$ cat src/rtl/board_ctrl_pkg.sv
package board_ctrl_pkg;

    localparam int BCR_OFS_W = 20;

    // register offsets inside the 20-bit window
    localparam logic [BCR_OFS_W-1:0] OFS_SWITCH  = 20'h00200;
    localparam logic [BCR_OFS_W-1:0] OFS_STATUS  = 20'h00208;
    localparam logic [BCR_OFS_W-1:0] OFS_JUMPER  = 20'h00210;
    localparam logic [BCR_OFS_W-1:0] OFS_LED     = 20'h00408;
    localparam logic [BCR_OFS_W-1:0] OFS_HEXWORD = 20'h00410;
    localparam logic [BCR_OFS_W-1:0] OFS_CHAR0   = 20'h00418;
    localparam logic [BCR_OFS_W-1:0] OFS_SOFTRST = 20'h00500;
    localparam logic [BCR_OFS_W-1:0] OFS_BREAK   = 20'h00508;
    localparam logic [BCR_OFS_W-1:0] OFS_GPOUT   = 20'h00A00;
    localparam logic [BCR_OFS_W-1:0] OFS_GPIN    = 20'h00A08;
    localparam logic [BCR_OFS_W-1:0] OFS_TWI_IN  = 20'h00B00;
    localparam logic [BCR_OFS_W-1:0] OFS_TWI_OE  = 20'h00B08;
    localparam logic [BCR_OFS_W-1:0] OFS_TWI_OUT = 20'h00B10;
    localparam logic [BCR_OFS_W-1:0] OFS_TWI_SEL = 20'h00B18;

    localparam int CHAR_STRIDE_LOG2 = 3;

    localparam logic [7:0] SOFT_RESET_KEY = 8'h42;
    localparam logic [7:0] ASCII_SPACE    = 8'h20;
    localparam logic [7:0] BREAK_RST      = 8'h0A;
    localparam logic [1:0] TWI_IN_RST     = 2'b11;
    localparam logic [1:0] TWI_OUT_RST    = 2'b11;
    localparam logic [7:0] STATUS_BE      = 8'h12;
    localparam logic [7:0] STATUS_LE      = 8'h10;

    typedef enum logic [3:0] {
        SEL_NONE,
        SEL_SWITCH,
        SEL_STATUS,
        SEL_JUMPER,
        SEL_LED,
        SEL_HEXWORD,
        SEL_CHAR,
        SEL_SOFTRST,
        SEL_BREAK,
        SEL_GPOUT,
        SEL_GPIN,
        SEL_TWI_IN,
        SEL_TWI_OE,
        SEL_TWI_OUT,
        SEL_TWI_SEL
    } bcr_sel_e;

    function automatic logic [7:0] hex_ascii(input logic [3:0] nib);
        if (nib < 4'd10) begin
            return 8'h30 + {4'h0, nib};
        end
        return 8'h37 + {4'h0, nib};
    endfunction

endpackage

$ cat src/rtl/bcr_decode.sv
module bcr_decode
    import board_ctrl_pkg::*;
#(
    parameter int NUM_CHARS = 8,
    parameter int IDX_W     = 3
) (
    input  logic [BCR_OFS_W-1:0] ofs,
    output bcr_sel_e             sel,
    output logic [IDX_W-1:0]     char_idx
);

    logic [BCR_OFS_W-1:0] rel;
    logic                 in_char_range;

    always_comb begin
        rel           = ofs - OFS_CHAR0;
        in_char_range = (ofs >= OFS_CHAR0)
                     && (rel[CHAR_STRIDE_LOG2-1:0] == '0)
                     && (32'(rel >> CHAR_STRIDE_LOG2) < 32'(NUM_CHARS));
        char_idx      = rel[CHAR_STRIDE_LOG2 +: IDX_W];
        sel           = SEL_NONE;
        case (ofs)
            OFS_SWITCH:  sel = SEL_SWITCH;
            OFS_STATUS:  sel = SEL_STATUS;
            OFS_JUMPER:  sel = SEL_JUMPER;
            OFS_LED:     sel = SEL_LED;
            OFS_HEXWORD: sel = SEL_HEXWORD;
            OFS_SOFTRST: sel = SEL_SOFTRST;
            OFS_BREAK:   sel = SEL_BREAK;
            OFS_GPOUT:   sel = SEL_GPOUT;
            OFS_GPIN:    sel = SEL_GPIN;
            OFS_TWI_IN:  sel = SEL_TWI_IN;
            OFS_TWI_OE:  sel = SEL_TWI_OE;
            OFS_TWI_OUT: sel = SEL_TWI_OUT;
            OFS_TWI_SEL: sel = SEL_TWI_SEL;
            default: begin
                if (in_char_range) begin
                    sel = SEL_CHAR;
                end
            end
        endcase
    end

endmodule

$ cat src/rtl/bcr_hexfmt.sv
module bcr_hexfmt
    import board_ctrl_pkg::*;
#(
    parameter int NUM_CHARS = 8
) (
    input  logic [4*NUM_CHARS-1:0] word,
    output logic [8*NUM_CHARS-1:0] chars
);

    // slot 0 carries the most significant nibble
    for (genvar g = 0; g < NUM_CHARS; g++) begin : g_digit
        assign chars[8*g +: 8] = hex_ascii(word[4*(NUM_CHARS-1-g) +: 4]);
    end

endmodule

$ cat src/rtl/bcr_charbuf.sv
module bcr_charbuf
    import board_ctrl_pkg::*;
#(
    parameter int NUM_CHARS = 8,
    parameter int IDX_W     = 3
) (
    input  logic                   clk,
    input  logic                   rst_n,
    input  logic                   word_we,
    input  logic [8*NUM_CHARS-1:0] word_chars,
    input  logic                   char_we,
    input  logic [IDX_W-1:0]       char_idx,
    input  logic [7:0]             char_val,
    output logic [8*NUM_CHARS-1:0] chars
);

    logic [NUM_CHARS-1:0][7:0] buf_d, buf_q;

    always_comb begin
        buf_d = buf_q;
        if (word_we) begin
            buf_d = word_chars;
        end else if (char_we) begin
            for (int i = 0; i < NUM_CHARS; i++) begin
                if (char_idx == IDX_W'(i)) begin
                    buf_d[i] = char_val;
                end
            end
        end
    end

    always_ff @(posedge clk or negedge rst_n) begin
        if (!rst_n) begin
            buf_q <= {NUM_CHARS{ASCII_SPACE}};
        end else begin
            buf_q <= buf_d;
        end
    end

    assign chars = buf_q;

endmodule

$ cat src/rtl/board_ctrl_regs.sv
module board_ctrl_regs
    import board_ctrl_pkg::*;
#(
    parameter int ADDR_W     = 32,
    parameter int DATA_W     = 32,
    parameter bit BIG_ENDIAN = 1'b0
) (
    input  logic                      clk,
    input  logic                      rst_n,
    input  logic [ADDR_W-1:0]         bus_addr,
    input  logic                      bus_wr,
    input  logic                      bus_rd,
    input  logic [DATA_W-1:0]         bus_wdata,
    output logic [DATA_W-1:0]         bus_rdata,
    output logic [7:0]                led_bar,
    output logic [8*(DATA_W/4)-1:0]   disp_chars,
    output logic                      soft_reset_req,
    output logic                      eeprom_scl,
    output logic                      eeprom_sda_out,
    input  logic                      eeprom_sda_in
);

    localparam int NUM_CHARS = DATA_W / 4;
    localparam int IDX_W     = (NUM_CHARS > 1) ? $clog2(NUM_CHARS) : 1;
    localparam logic [DATA_W-1:0] STATUS_VAL =
        BIG_ENDIAN ? DATA_W'(STATUS_BE) : DATA_W'(STATUS_LE);

    typedef struct packed {
        logic [7:0]        led;
        logic [7:0]        brk;
        logic [7:0]        gpout;
        logic [1:0]        twi_oe;
        logic [DATA_W-1:0] twi_out;
        logic              twi_sel;
        logic [DATA_W-1:0] rdata;
        logic              rst_req;
    } regs_t;

    regs_t                r_d, r_q;
    bcr_sel_e             sel;
    logic [IDX_W-1:0]     char_idx;
    logic [8*NUM_CHARS-1:0] hex_chars;
    logic [DATA_W-1:0]    rd_mux;
    logic                 addr_unused_hi;

    assign addr_unused_hi = ^bus_addr[ADDR_W-1:BCR_OFS_W];

    bcr_decode #(
        .NUM_CHARS (NUM_CHARS),
        .IDX_W     (IDX_W)
    ) decode_i (
        .ofs      (bus_addr[BCR_OFS_W-1:0]),
        .sel      (sel),
        .char_idx (char_idx)
    );

    bcr_hexfmt #(
        .NUM_CHARS (NUM_CHARS)
    ) hexfmt_i (
        .word  (bus_wdata[4*NUM_CHARS-1:0]),
        .chars (hex_chars)
    );

    bcr_charbuf #(
        .NUM_CHARS (NUM_CHARS),
        .IDX_W     (IDX_W)
    ) charbuf_i (
        .clk        (clk),
        .rst_n      (rst_n),
        .word_we    (bus_wr && (sel == SEL_HEXWORD)),
        .word_chars (hex_chars),
        .char_we    (bus_wr && (sel == SEL_CHAR)),
        .char_idx   (char_idx),
        .char_val   (bus_wdata[7:0]),
        .chars      (disp_chars)
    );

    // read multiplexer, built from the registered state (pre-write values)
    always_comb begin
        rd_mux = '0;
        case (sel)
            SEL_STATUS:  rd_mux = STATUS_VAL;
            SEL_LED:     rd_mux = DATA_W'(r_q.led);
            SEL_BREAK:   rd_mux = DATA_W'(r_q.brk);
            SEL_GPOUT:   rd_mux = DATA_W'(r_q.gpout);
            SEL_GPIN:    rd_mux = r_q.twi_sel ? r_q.twi_out : '0;
            SEL_TWI_IN:  rd_mux = (DATA_W'(TWI_IN_RST) & ~DATA_W'(1))
                                | DATA_W'(eeprom_sda_in);
            SEL_TWI_OE:  rd_mux = DATA_W'(r_q.twi_oe);
            SEL_TWI_OUT: rd_mux = r_q.twi_out;
            SEL_TWI_SEL: rd_mux = DATA_W'(r_q.twi_sel);
            default:     rd_mux = '0;
        endcase
    end

    always_comb begin
        r_d         = r_q;
        r_d.rst_req = 1'b0;
        if (bus_wr) begin
            case (sel)
                SEL_LED:     r_d.led     = bus_wdata[7:0];
                SEL_BREAK:   r_d.brk     = bus_wdata[7:0];
                SEL_GPOUT:   r_d.gpout   = bus_wdata[7:0];
                SEL_TWI_OE:  r_d.twi_oe  = bus_wdata[1:0];
                SEL_TWI_OUT: r_d.twi_out = bus_wdata;
                SEL_TWI_SEL: r_d.twi_sel = bus_wdata[0];
                SEL_SOFTRST: r_d.rst_req = (bus_wdata == DATA_W'(SOFT_RESET_KEY));
                default: ;
            endcase
        end
        if (bus_rd) begin
            r_d.rdata = rd_mux;
        end
    end

    always_ff @(posedge clk or negedge rst_n) begin
        if (!rst_n) begin
            r_q.led     <= '0;
            r_q.brk     <= BREAK_RST;
            r_q.gpout   <= '0;
            r_q.twi_oe  <= '0;
            r_q.twi_out <= DATA_W'(TWI_OUT_RST);
            r_q.twi_sel <= 1'b1;
            r_q.rdata   <= '0;
            r_q.rst_req <= 1'b0;
        end else begin
            r_q <= r_d;
        end
    end

    assign bus_rdata      = r_q.rdata;
    assign led_bar        = r_q.led;
    assign soft_reset_req = r_q.rst_req;
    assign eeprom_scl     = r_q.twi_out[1];
    assign eeprom_sda_out = r_q.twi_out[0];

endmodule

$ cat config.mk
export PLATFORM = sky130hd
export DESIGN_NAME = board_ctrl_regs
export DESIGN_NICKNAME = d
export VERILOG_FILES = /design/src/rtl/board_ctrl_pkg.sv /design/src/rtl/bcr_decode.sv /design/src/rtl/bcr_hexfmt.sv /design/src/rtl/bcr_charbuf.sv /design/src/rtl/board_ctrl_regs.sv
export SDC_FILE = /design/constraint.sdc
export NUM_CORES = 1
export LEC_CHECK = 0
export CORE_ASPECT_RATIO = 0.75
export CORE_MARGIN = 5
export CORE_UTILIZATION = 32
export CTS_CLUSTER_DIAMETER = 30
export CTS_CLUSTER_SIZE = 24
export DETAILED_ROUTE_END_ITERATION = 10
export MAX_ROUTING_LAYER = met4
export PLACE_DENSITY_LB_ADDON = 0.15
export SETUP_SLACK_MARGIN = 0.02
export SLEW_MARGIN = 20
export SYNTH_ARGS = -nofsm -noshare
export SYNTH_HDL_FRONTEND = slang
export SYNTH_SLANG_ARGS = --single-unit
$ cat constraint.sdc
create_clock -name clk -period 2.2 [get_ports clk]
set_clock_uncertainty 0.05 [all_clocks]
set_input_delay 0.22 -clock clk [delete_from_list [all_inputs] [get_ports clk]]
set_output_delay 0.22 -clock clk [all_outputs]
set_load 0.03 [all_outputs]
==> results of run 1 <==
==> how the worst max path moves through the flow <==
stage / startpoint / to / slack, ns / cells after the start
3_5_place_dp: bus_addr[8] / charbuf_i.chars[28]$_DFFE_PN0P_ / -1.27 / 8
4_1_cts: bus_addr[5] / bus_rdata[27]$_DFFE_PN0P_ / -0.26 / 13
3_3_place_gp: bus_addr[9] / charbuf_i.chars[28]$_DFFE_PN0P_ / -1.24 / 8
6_report: bus_addr[16] / bus_rdata[31]$_DFFE_PN0P_ / -0.29 / 12
2_1_floorplan: bus_addr[9] / charbuf_i.chars[28]$_DFFE_PN0P_ / -0.54 / 8
5_1_grt: bus_addr[12] / bus_rdata[13]$_DFFE_PN0P_ / -0.37 / 15
==> per-layer routing <==
metal  share of wire  GRT usage  vias to the layer above  wire [um]
met2            0.41      0.293                      200      12900
met5               0          -                        -          0
met3           0.051     0.0407                       19       1600
li1                -          -                     3414          -
met4          0.0093     0.0423                        0        292
met1            0.53      0.338                     3769      16600
==> power by group through the flow <==
stage | Clock [W] | Combinational, W | Sequential [W]
2_1_floorplan | 0 | 0.000209 | 0.00292
3_3_place_gp | 0 | 0.000631 | 0.00292
3_5_place_dp | 0 | 0.000628 | 0.00292
4_1_cts | 0.00327 | 0.000685 | 0.00287
5_1_grt | 0.00340 | 0.000764 | 0.00287
6_report | 0.00323 | 0.000701 | 0.00287
==> cell usage in the layout, fill, tap and decap left out, types with 16 or more instances in the layout <==
master / synthesis / routed
nand3_1: 25 / 21
nor2_1: 46 / 35
buf_6: 0 / 36
inv_1: 26 / 26
buf_12: 0 / 17
mux2_4: 0 / 81
clkbuf_16: 0 / 17
clkdlybuf4s50_1: 0 / 142
o21ai_0: 28 / 17
mux2_2: 110 / 30
a21oi_1: 40 / 36
ha_1: 16 / 16
dfrtp_1: 143 / 143
nand2_1: 59 / 55
nor2b_1: 21 / 18
a22o_1: 24 / 24
buf_4: 44 / 154
==> stage by stage <==
stage | hold WS, ns | total power (W) | util | worst slack (ns) | instances
floorplan | -0.126 | 0.00313 | - | -0.541 | 788
global placement | 0.173 | 0.00355 | 0.436 | -1.24 | 1363
detailed placement | 0.174 | 0.00355 | 0.436 | -1.27 | 1363
CTS | 0.284 | 0.00683 | 0.508 | -0.261 | 1446
global route | 0.315 | 0.00703 | 0.517 | -0.371 | 1454
finish | 0.262 | 0.00680 | 0.517 | -0.295 | 1454
==> critical path, delay by kind of cell <==
family                 cells  cell delay (ns)
AND/OR/NAND/NOR            3             1.01
buffers and inverters      5             0.64
AO/OA/AOI/OAI              4             0.93
==> timing repair <==
item | CTS | global route
setup buffers | 44 | 15
hold endpoints to repair | 49 | 0
gates cloned | 6 | 0
gates resized for setup | 230 | 74
hold buffers | 1 | 0
pin swaps | 47 | 31
setup endpoints to repair | 148 | 147
==> registers in the layout, summed over array words and instances (netlist names) <==
register / cells
charbuf_i.chars: 64
eeprom_sda_out: 1
eeprom_scl: 1
bus_rdata: 32
led_bar: 8
r_q: 49
soft_reset_req: 1
==> cell type report <==
cell class | instances | area, sq um
Antenna cell | 1 | 2.50
Inverter | 27 | 101
Tap cell | 344 | 430
Clock inverter | 10 | 161
Sequential cell | 156 | 3920
Timing Repair Buffer | 366 | 3520
Multi-Input combinational cell | 528 | 4810
Clock buffer | 22 | 474
Fill cell | 2328 | 12600
==> cells by family (layout without fill, tap and decap cells) <==
| kind of cell | after synthesis | in the layout |
|---|---|---|
| muxes | 119 | 119 |
| DFF | 156 | 156 |
| and+or+nand+nor | 235 | 235 |
| buffers and inverters | 104 | 425 |
| other | 0 | 1 |
| adders and majority gates | 16 | 16 |
| xor gates and xnor gates | 12 | 12 |
| AOI/OAI and AO/OA | 146 | 146 |
==> impl_metrics.yaml, run 1 <==
cts:
  root_buffer: "clkbuf_16"
  cts_tree: "done"
  cts.clk_slew.worst_paths_ns: 0.06
  cts_made_buffers: 17
  clockBufferDepth: 2
  clk-insertion-delay-late_ns: 0.43
  cts.sinks: 156
  h-tree-depth: 4
sta:
  report.final.slew_viol_count: 0
  fin_crit_ns: 2.49
  max_slew_margin: 0.589
  rsz0062_at_grt: "yes"
  worst_slew_pin_slew_ns: 0.610
  fmax_ghz: 0.401
  finalCritPeriodShare: 1.13
  setup_viol: 137
  fin_setup_tns_ns: -15.50
  hold_viol: 0
  postLayoutSetupSlackWorst_ns: -0.295
synthesis:
  syn_nets: 873
  synth-simple-area-share: 0.150
  yosysMostFrequentCell: "dfrtp_1"
  synthTopCellsByArea: "dfrtp_1, mux2_2, dfstp_2"
  ys_ff_latch: 156
  synth-compound-area-share: 0.124
  syn_avg_cell_area_sq_um: 10.7
  synthMuxAreaShare: 0.158
  synth_top_family_by_area: "multiplexers"
  synthXorXnorAreaFrac: 0.0125
  ys_seq_area_frac: 0.464
  synth-edff-count: 0
  postSynthCellCount: 788
  synth_flop_cell: "dfrtp_1"
  synthArstFlopShare: 1.00
  netlist_area_sq_um: 8440
  yosys_warnings: 0
  synth_top_cell_by_area: "dfrtp_1"
  synthAdderAreaFrac: 0.0237
  synth_top_area_frac: 0.424
  ys_types: 74
  synth_commonest_cells: "dfrtp_1, mux2_2, nand2_1"
pwr:
  p_switching_w: 0.00163
  pwr-share-clk: 0.475
  power_frac_seq: 0.422
  p_sw_frac: 0.239
  power_frac_comb: 0.103
  p_int_w: 0.00518
  irDropWorstVdd_uv: 586
  p_per_area_nw_per_um2: 507
  leakage_nw: 6.17
place:
  io_buffers: 163
  place_area_sq_um: 11300
  globalplace.congestion: 0.870
  dp_hpwl_mm: 22.7
worst_setup_path:
  crit_slowest_cell: "or3_4"
  regToRegSetupSlack_ns: 0.47
  reg2reg_depth: 6
  critPathMostFrequentCell: "buf_12"
  r2r_start: "r_q[33]$_DFFE_PN1P_"
  crit_chain: "buf_6, nor4_4, buf_4, nand4_1, or3_4, a2111oi_4, o21ai_2, a221oi_4, buf_12, buf_12, buf_16, a22o_1"
  worst_setup_path_start_kind: "primary input"
  critPathKind: "in -> reg"
  r2r-end: "bus_rdata[31]$_DFFE_PN0P_"
  slowest_delay_ns: 0.48
  end_kind: "flip-flop"
  crit_arrival_ns: 2.81
  path_max_fanout: 6
  crit_required_ns: 2.52
floorplanning:
  die_height_um: 151
  die_width_um: 198
  fp-row-count: 51
  pin_count: 176
  start_util: 0.325
  core_sq_um: 26000
  die_area_sq_um: 29800
global_routing:
  antenna_found_initial: 1
  first_global_vias: 7470
  grt_pass1_wl_mm: 47.3
  track_usage: 0.217
  grt_max_degree: 55
  grt-ovfl-total: 0
final_layout:
  nets: 1181
  layout-drive-gt1-share: 0.423
  area_growth_pct: 59.0
  fin_area_sq_um: 13400
detailed_routing:
  drc_errors: 0
  dr.pass1.iters: 5
  routed_wl_mm: 31.4
  first_iter_violations: 420
  wl_per_cell_um: 21.6
  ant_nets: 0
  num_vias: 7402
  avgViaCountPerCell: 5.09
flow_run:
  drv_cap: 0
worst_hold_path:
  hold_class: "in -> async"
status:
  violations: "negative setup slack"
  status: "complete, but fails checks"
Note: power is estimated with default switching activity, not from simulation.
==> run 2, diff against run 1 <==
--- a/config.mk
+++ b/config.mk
@@ -7,7 +7,7 @@
 export LEC_CHECK = 0
 export CORE_ASPECT_RATIO = 0.75
 export CORE_MARGIN = 5
-export CORE_UTILIZATION = 32
+export CORE_UTILIZATION = 25
 export CTS_CLUSTER_DIAMETER = 30
 export CTS_CLUSTER_SIZE = 24
 export DETAILED_ROUTE_END_ITERATION = 10
==> run 2 against run 1 <==
The run still ends with negative setup slack left. Worst setup slack worse by 0.11 ns. Sequential cell count stayed put. Sequential share of layout area is 1.1 points lower. Critical path depth is 1 higher. Final cell count is 8.5% higher. Die area is 26% higher. Cell area is 3.8% higher. Utilization is 10 points lower. Register-to-register slack better by 0.05 ns. Largest power group unchanged.
==> impl_metrics.yaml, run 2 (synthesized netlist as in run 1, its figures left out) <==
floorplanning:
  fp-row-count: 58
  pin_count: 176
  die_height_um: 169
  core_sq_um: 33500
  start_util: 0.252
  die_width_um: 222
  die_area_sq_um: 37600
cts:
  cts_tree: "done"
  clk-insertion-delay-late_ns: 0.43
  cts.sinks: 156
  clockBufferDepth: 2
  h-tree-depth: 4
  cts.clk_slew.worst_paths_ns: 0.07
  cts_made_buffers: 17
  root_buffer: "clkbuf_16"
detailed_routing:
  routed_wl_mm: 33.9
  num_vias: 7366
  wl_per_cell_um: 21.5
  dr.pass1.iters: 4
  drc_errors: 0
  first_iter_violations: 482
  ant_nets: 0
  avgViaCountPerCell: 4.67
worst_setup_path:
  crit_chain: "buf_8, nor4_4, buf_4, nand4_1, buf_4, or3_4, a2111oi_4, o21ai_2, a221oi_4, buf_12, buf_8, buf_12, a22o_1"
  crit_slowest_cell: "or3_4"
  worst_setup_path_start_kind: "primary input"
  crit_arrival_ns: 2.92
  critPathKind: "in -> reg"
  crit_required_ns: 2.52
  path_max_fanout: 6
  end_kind: "flip-flop"
  slowest_delay_ns: 0.39
sta:
  rsz0062_at_grt: "yes"
  finalCritPeriodShare: 1.18
  report.final.slew_viol_count: 0
  worst_slew_pin_slew_ns: 0.625
  fmax_ghz: 0.385
  postLayoutSetupSlackWorst_ns: -0.400
  setup_viol: 142
  fin_setup_tns_ns: -26.51
  max_slew_margin: 0.571
  fin_crit_ns: 2.60
  hold_viol: 0
global_routing:
  grt.met2_usage: 0.252
  grt_max_degree: 57
  grt.busiest_layer: "met1"
  grt_use_met1: 0.277
  grt_pass1_wl_mm: 49.8
  grt-ovfl-total: 0
  met3_usage: 0.0325
  first_global_vias: 7486
  antenna_found_initial: 0
  track_usage: 0.181
final_layout:
  most-common-layout-cells: "buf_4, dfrtp_1, clkdlybuf4s50_1"
  largest_reg_flops: 64
  layout-drive-gt1-share: 0.444
  layout_commonest_cell: "buf_4"
  area_growth_pct: 65.0
  nets: 1199
  final_util: 0.416
pwr:
  irDropWorstVdd_uv: 359
  power_frac_comb: 0.109
  pwr-share-clk: 0.456
  p_int_w: 0.00491
  leakage_nw: 6.37
  p_switching_w: 0.00169
  p_per_area_nw_per_um2: 473
  power_frac_seq: 0.435
  power_w: 0.00659
  p_sw_frac: 0.256
status:
  violations: "negative setup slack"
  status: "complete, but fails checks"
flow_run:
  drv_cap: 0
worst_hold_path:
  hold_class: "in -> async"
place:
  globalplace.congestion: 0.863
  dp_hpwl_mm: 24.5
  io_buffers: 163
## run 2: changes by cell type in the layout (fill, tap and decap cells not counted), sizes merged
cell           delta
clkdlybuf4s15     -1
dlygate4sd2       -1
bufinv            -3
clkbuf            +1
clkinvlp          -1
clkinv            +4
buf              +19
## run 2: area by class of cell
| type | instances | area [sq um] |
|---|---|---|
| clock inverter | 10 | 106 |
| antenna | 1 | 2.50 |
| sequential | 156 | 3920 |
| clock buffer | 22 | 494 |
| multi-input combinational | 528 | 4920 |
| tap | 450 | 563 |
| timing repair buffer | 384 | 3820 |
| fill | 3212 | 19500 |
| inverter | 27 | 101 |
## run 2: path summary, 6_finish.rpt
path | cells after the start | start | slack (ns) | endpoint
min in group clk | 2 | bus_wdata[28] | 0.39 | r_q[62]$_DFFE_PN0P_
max reg2reg | 6 | r_q[33]$_DFFE_PN1P_ | 0.52 | bus_rdata[19]$_DFFE_PN0P_
min | 2 | rst_n | 0.27 | bus_rdata[2]$_DFFE_PN0P_
max | 13 | bus_addr[16] | -0.40 | bus_rdata[19]$_DFFE_PN0P_
min reg2reg | 1 | charbuf_i.chars[59]$_DFFE_PN0P_ | 0.43 | charbuf_i.chars[59]$_DFFE_PN0P_
max in group asynchronous | 3 | rst_n | 1.11 | charbuf_i.chars[13]$_DFFE_PN1P_
## run 2: layer usage
layer / share of wire / wire (um)
met5: 0 / 0
met4: 0.0093 / 314
met3: 0.038 / 1300
met2: 0.42 / 14200
met1: 0.53 / 18100
## run 2: what timing repair did
| action | in CTS | in global routing |
|---|---|---|
| endpoints found under the setup margin | 148 | 147 |
| hold buffers | 1 | 0 |
| cloned | 6 | 2 |
| gates resized for setup | 265 | 82 |
| pin swaps | 47 | 28 |
| setup buffers | 46 | 15 |
| endpoints found under the hold margin | 45 | 0 |
## run 2: per-stage QoR
stage	cells	hold slack (ns)	setup slack, ns	instance area, sq um
floorplan	788	-0.126	-0.541	8660
CTS	1565	0.290	-0.293	13500
global placement	1481	0.184	-1.24	11700
detailed placement	1481	0.190	-1.27	11700
global route	1577	0.323	-0.454	13900
finish	1578	0.273	-0.400	13900
## run 2: power by group through the flow
stage          Clock [W]  Sequential (W)  Combinational [W]
5_1_grt          0.00321         0.00287           0.000778
4_1_cts          0.00307         0.00287           0.000699
3_5_place_dp           0         0.00292           0.000655
6_report         0.00301         0.00287           0.000717
3_3_place_gp           0         0.00292           0.000658
2_1_floorplan          0         0.00292           0.000209
## run 2: worst max-delay path: cells and delay by family
| kind | cells | cell delay [ns] |
|---|---|---|
| compound gates | 4 | 0.95 |
| buf+inv | 6 | 0.87 |
| simple gates | 3 | 0.86 |
==> run 3, diff against run 2 <==
==> constraint.sdc (replaced) <==
create_clock -name clk -period 3.35 [get_ports clk]
set_clock_uncertainty 0.05 [all_clocks]
set_input_delay 0.335 -clock clk [delete_from_list [all_inputs] [get_ports clk]]
set_output_delay 0.335 -clock clk [all_outputs]
set_load 0.03 [all_outputs]
==> run 3 against run 2 <==
The flow now finishes without violations. First-iteration DRC count increased by 4.4%. Final cell count decreased by 8.8%. Utilization decreased by 7.3 points. Critical endpoint is now charbuf_i.chars[2]$_DFFE_PN0P_. Hold slack improved by 0.16 ns. Power decreased by 35%. Sequential power decreased by 34%. Clock power decreased by 32%. Register-to-register slack improved by 1.3 ns.
==> impl_metrics.yaml, run 3 (synthesized netlist as in run 1, its figures left out) <==
cts:
  clockBufferDepth: 2
  cts_tree: "done"
  cts.sinks: 156
  cts.clk_slew.worst_paths_ns: 0.07
  h-tree-depth: 4
  root_buffer: "clkbuf_16"
  clk-insertion-delay-late_ns: 0.43
  cts_made_buffers: 17
worst_setup_path:
  path_max_fanout: 9
  crit_arrival_ns: 3.33
  r2r_start: "r_q[33]$_DFFE_PN1P_"
  slowest_delay_ns: 0.61
  end_kind: "flip-flop"
  critPathMostFrequentCell: "buf_4"
  critPathKind: "in -> reg"
  worst_setup_path_start_kind: "primary input"
  critPathTopFamily: "buffers and inverters"
  r2r-end: "bus_rdata[20]$_DFFE_PN0P_"
  crit_slowest_cell: "nor2_1"
  worstSetupEndpoint: "charbuf_i.chars[2]$_DFFE_PN0P_"
  crit_chain: "clkdlybuf4s50_1, buf_4, buf_4, nor2b_1, o32ai_1, o21a_1, buf_4, and3_1, buf_12, nor2_1, a21oi_1, mux2_2"
  crit_cells: 12
  worst-path-buf-inv: 5
  regToRegSetupSlack_ns: 1.77
  crit_required_ns: 3.62
  reg2reg_depth: 4
  startpoint: "bus_addr[4]"
pwr:
  power_frac_comb: 0.084
  pwr-share-clk: 0.479
  leakage_nw: 5.15
  power_frac_seq: 0.437
  irDropWorstVdd_uv: 282
  p_int_w: 0.00322
  p_switching_w: 0.00109
  p_per_area_nw_per_um2: 375
  p_sw_frac: 0.252
place:
  dp_hpwl_mm: 22.8
  globalplace.congestion: 0.878
  io_buffers: 163
  dp.cells: 1402
  pre_cts_ws_ns: -0.297
floorplanning:
  die_area_sq_um: 37600
  die_width_um: 222
  fp-row-count: 58
  pin_count: 176
  start_util: 0.252
  die_height_um: 169
  core_sq_um: 33500
detailed_routing:
  wl_met1_mm: 16.0
  dr.pass1.iters: 4
  drc_errors: 0
  ant_nets: 0
  first_iter_violations: 503
  routed_wl_mm: 29.8
  routed.top_layer: "met4"
  met2WireLength_mm: 12.4
  num_vias: 6619
  avgViaCountPerCell: 4.60
  wl_per_cell_um: 20.7
  wl_met3_mm: 1.23
global_routing:
  track_usage: 0.162
  grt_max_degree: 70
  grt_pass1_wl_mm: 44.7
  grt-ovfl-total: 0
  antenna_found_initial: 1
  first_global_vias: 6716
worst_hold_path:
  hold_class: "in -> async"
final_layout:
  register_area_sq_um: 3920
  area_growth_pct: 36.2
  nFillCells: 3436
  finalNonFillerCells: 1439
  nets: 1058
  multi_input_area_sq_um: 3960
  layout-drive-gt1-share: 0.260
  largest_reg_flops: 64
  most-common-layout-cells: "clkdlybuf4s50_1, dfrtp_1, mux2_2"
  layout_commonest_cell: "clkdlybuf4s50_1"
sta:
  fmax_ghz: 0.326
  worst_slew_pin_slew_ns: 0.798
  report.final.slew_viol_count: 0
  rsz0062_at_grt: "no"
  whs_ns: 0.432
  setup_viol: 0
  fin_crit_ns: 3.07
  max_slew_margin: 0.462
  hold_viol: 0
  finalCritPeriodShare: 0.915
  postLayoutSetupSlackWorst_ns: 0.285
flow_run:
  drv_cap: 0
status:
  status: "complete, no violations"
-- run 3: cell count changes in the layout (fill, tap and decap cells not counted), moves of 14 or more --
| cell | before | now |
|---|---|---|
| buf_6 | 46 | 1 |
| buf_4 | 150 | 71 |
| mux2_2 | 14 | 110 |
| nor2_1 | 32 | 46 |
| mux2_4 | 96 | 0 |
| clkdlybuf4s50_1 | 142 | 162 |
-- run 3: power by group through the flow --
stage	sequential, W	combinational, W	clock, W
floorplan	0.00192	0.000131	0
global placement	0.00192	0.000366	0
detailed placement	0.00192	0.000364	0
CTS	0.00188	0.000367	0.00212
global route	0.00188	0.000400	0.00219
finish	0.00188	0.000364	0.00206
-- run 3: how the worst min path moves through the flow --
stage                              from                  endpoint  slack (ns)  depth (start not counted)
finish                            rst_n       r_q[71]$_DFFE_PN0P_        0.43                          2
global route        r_q[43]$_DFFE_PN0P_  bus_rdata[9]$_DFFE_PN0P_        0.45                          1
CTS                 r_q[76]$_DFFE_PN0P_       r_q[76]$_DFFE_PN0P_        0.44                          2
detailed placement                rst_n  bus_rdata[3]$_DFFE_PN0P_        0.36                          1
global placement                  rst_n  bus_rdata[3]$_DFFE_PN0P_        0.36                          1
floorplan                         rst_n  bus_rdata[0]$_DFFE_PN0P_       -0.01                          0
-- run 3: worst register-to-register path: stages (launching register included) --
cell and delay (ns):
dfstp_2 0.57, nand4_1 0.11, a221oi_2 0.40, buf_12 0.24, a22o_1 0.16
-- run 3: area by class of cell --
cell class	instances	area share
clock buffer	18	0.0373
multi-input combinational	528	0.344
antenna	3	0.000653
sequential	156	0.341
timing repair buffer	243	0.203
clock inverter	14	0.0159
inverter	27	0.00881
tap	450	0.0490
-- run 3: metrics by stage --
step                cell area [sq um]  power, W  TNS, ns  utilization
floorplan                        8440   0.00205        0            -
global placement                10800   0.00228   -16.61        0.324
detailed placement              10800   0.00228   -16.17        0.324
CTS                             11500   0.00437        0        0.343
global route                    11500   0.00448        0        0.344
finish                          11500   0.00431        0        0.344
-- run 3: layer usage --
layer / vias up / GRT usage
li1: 3162 / -
met1: 3305 / 0.248
met2: 144 / 0.222
met3: 8 / 0.0339
met4: 0 / 0.0257
met5: - / -
-- run 3: what timing repair did --
action / CTS / global route
gates resized for setup: 0 / 1
hold endpoints to repair: 64 / 0
endpoints found under the setup margin: 0 / 21
buffers inserted: 0 / 1
hold buffers: 1 / 0
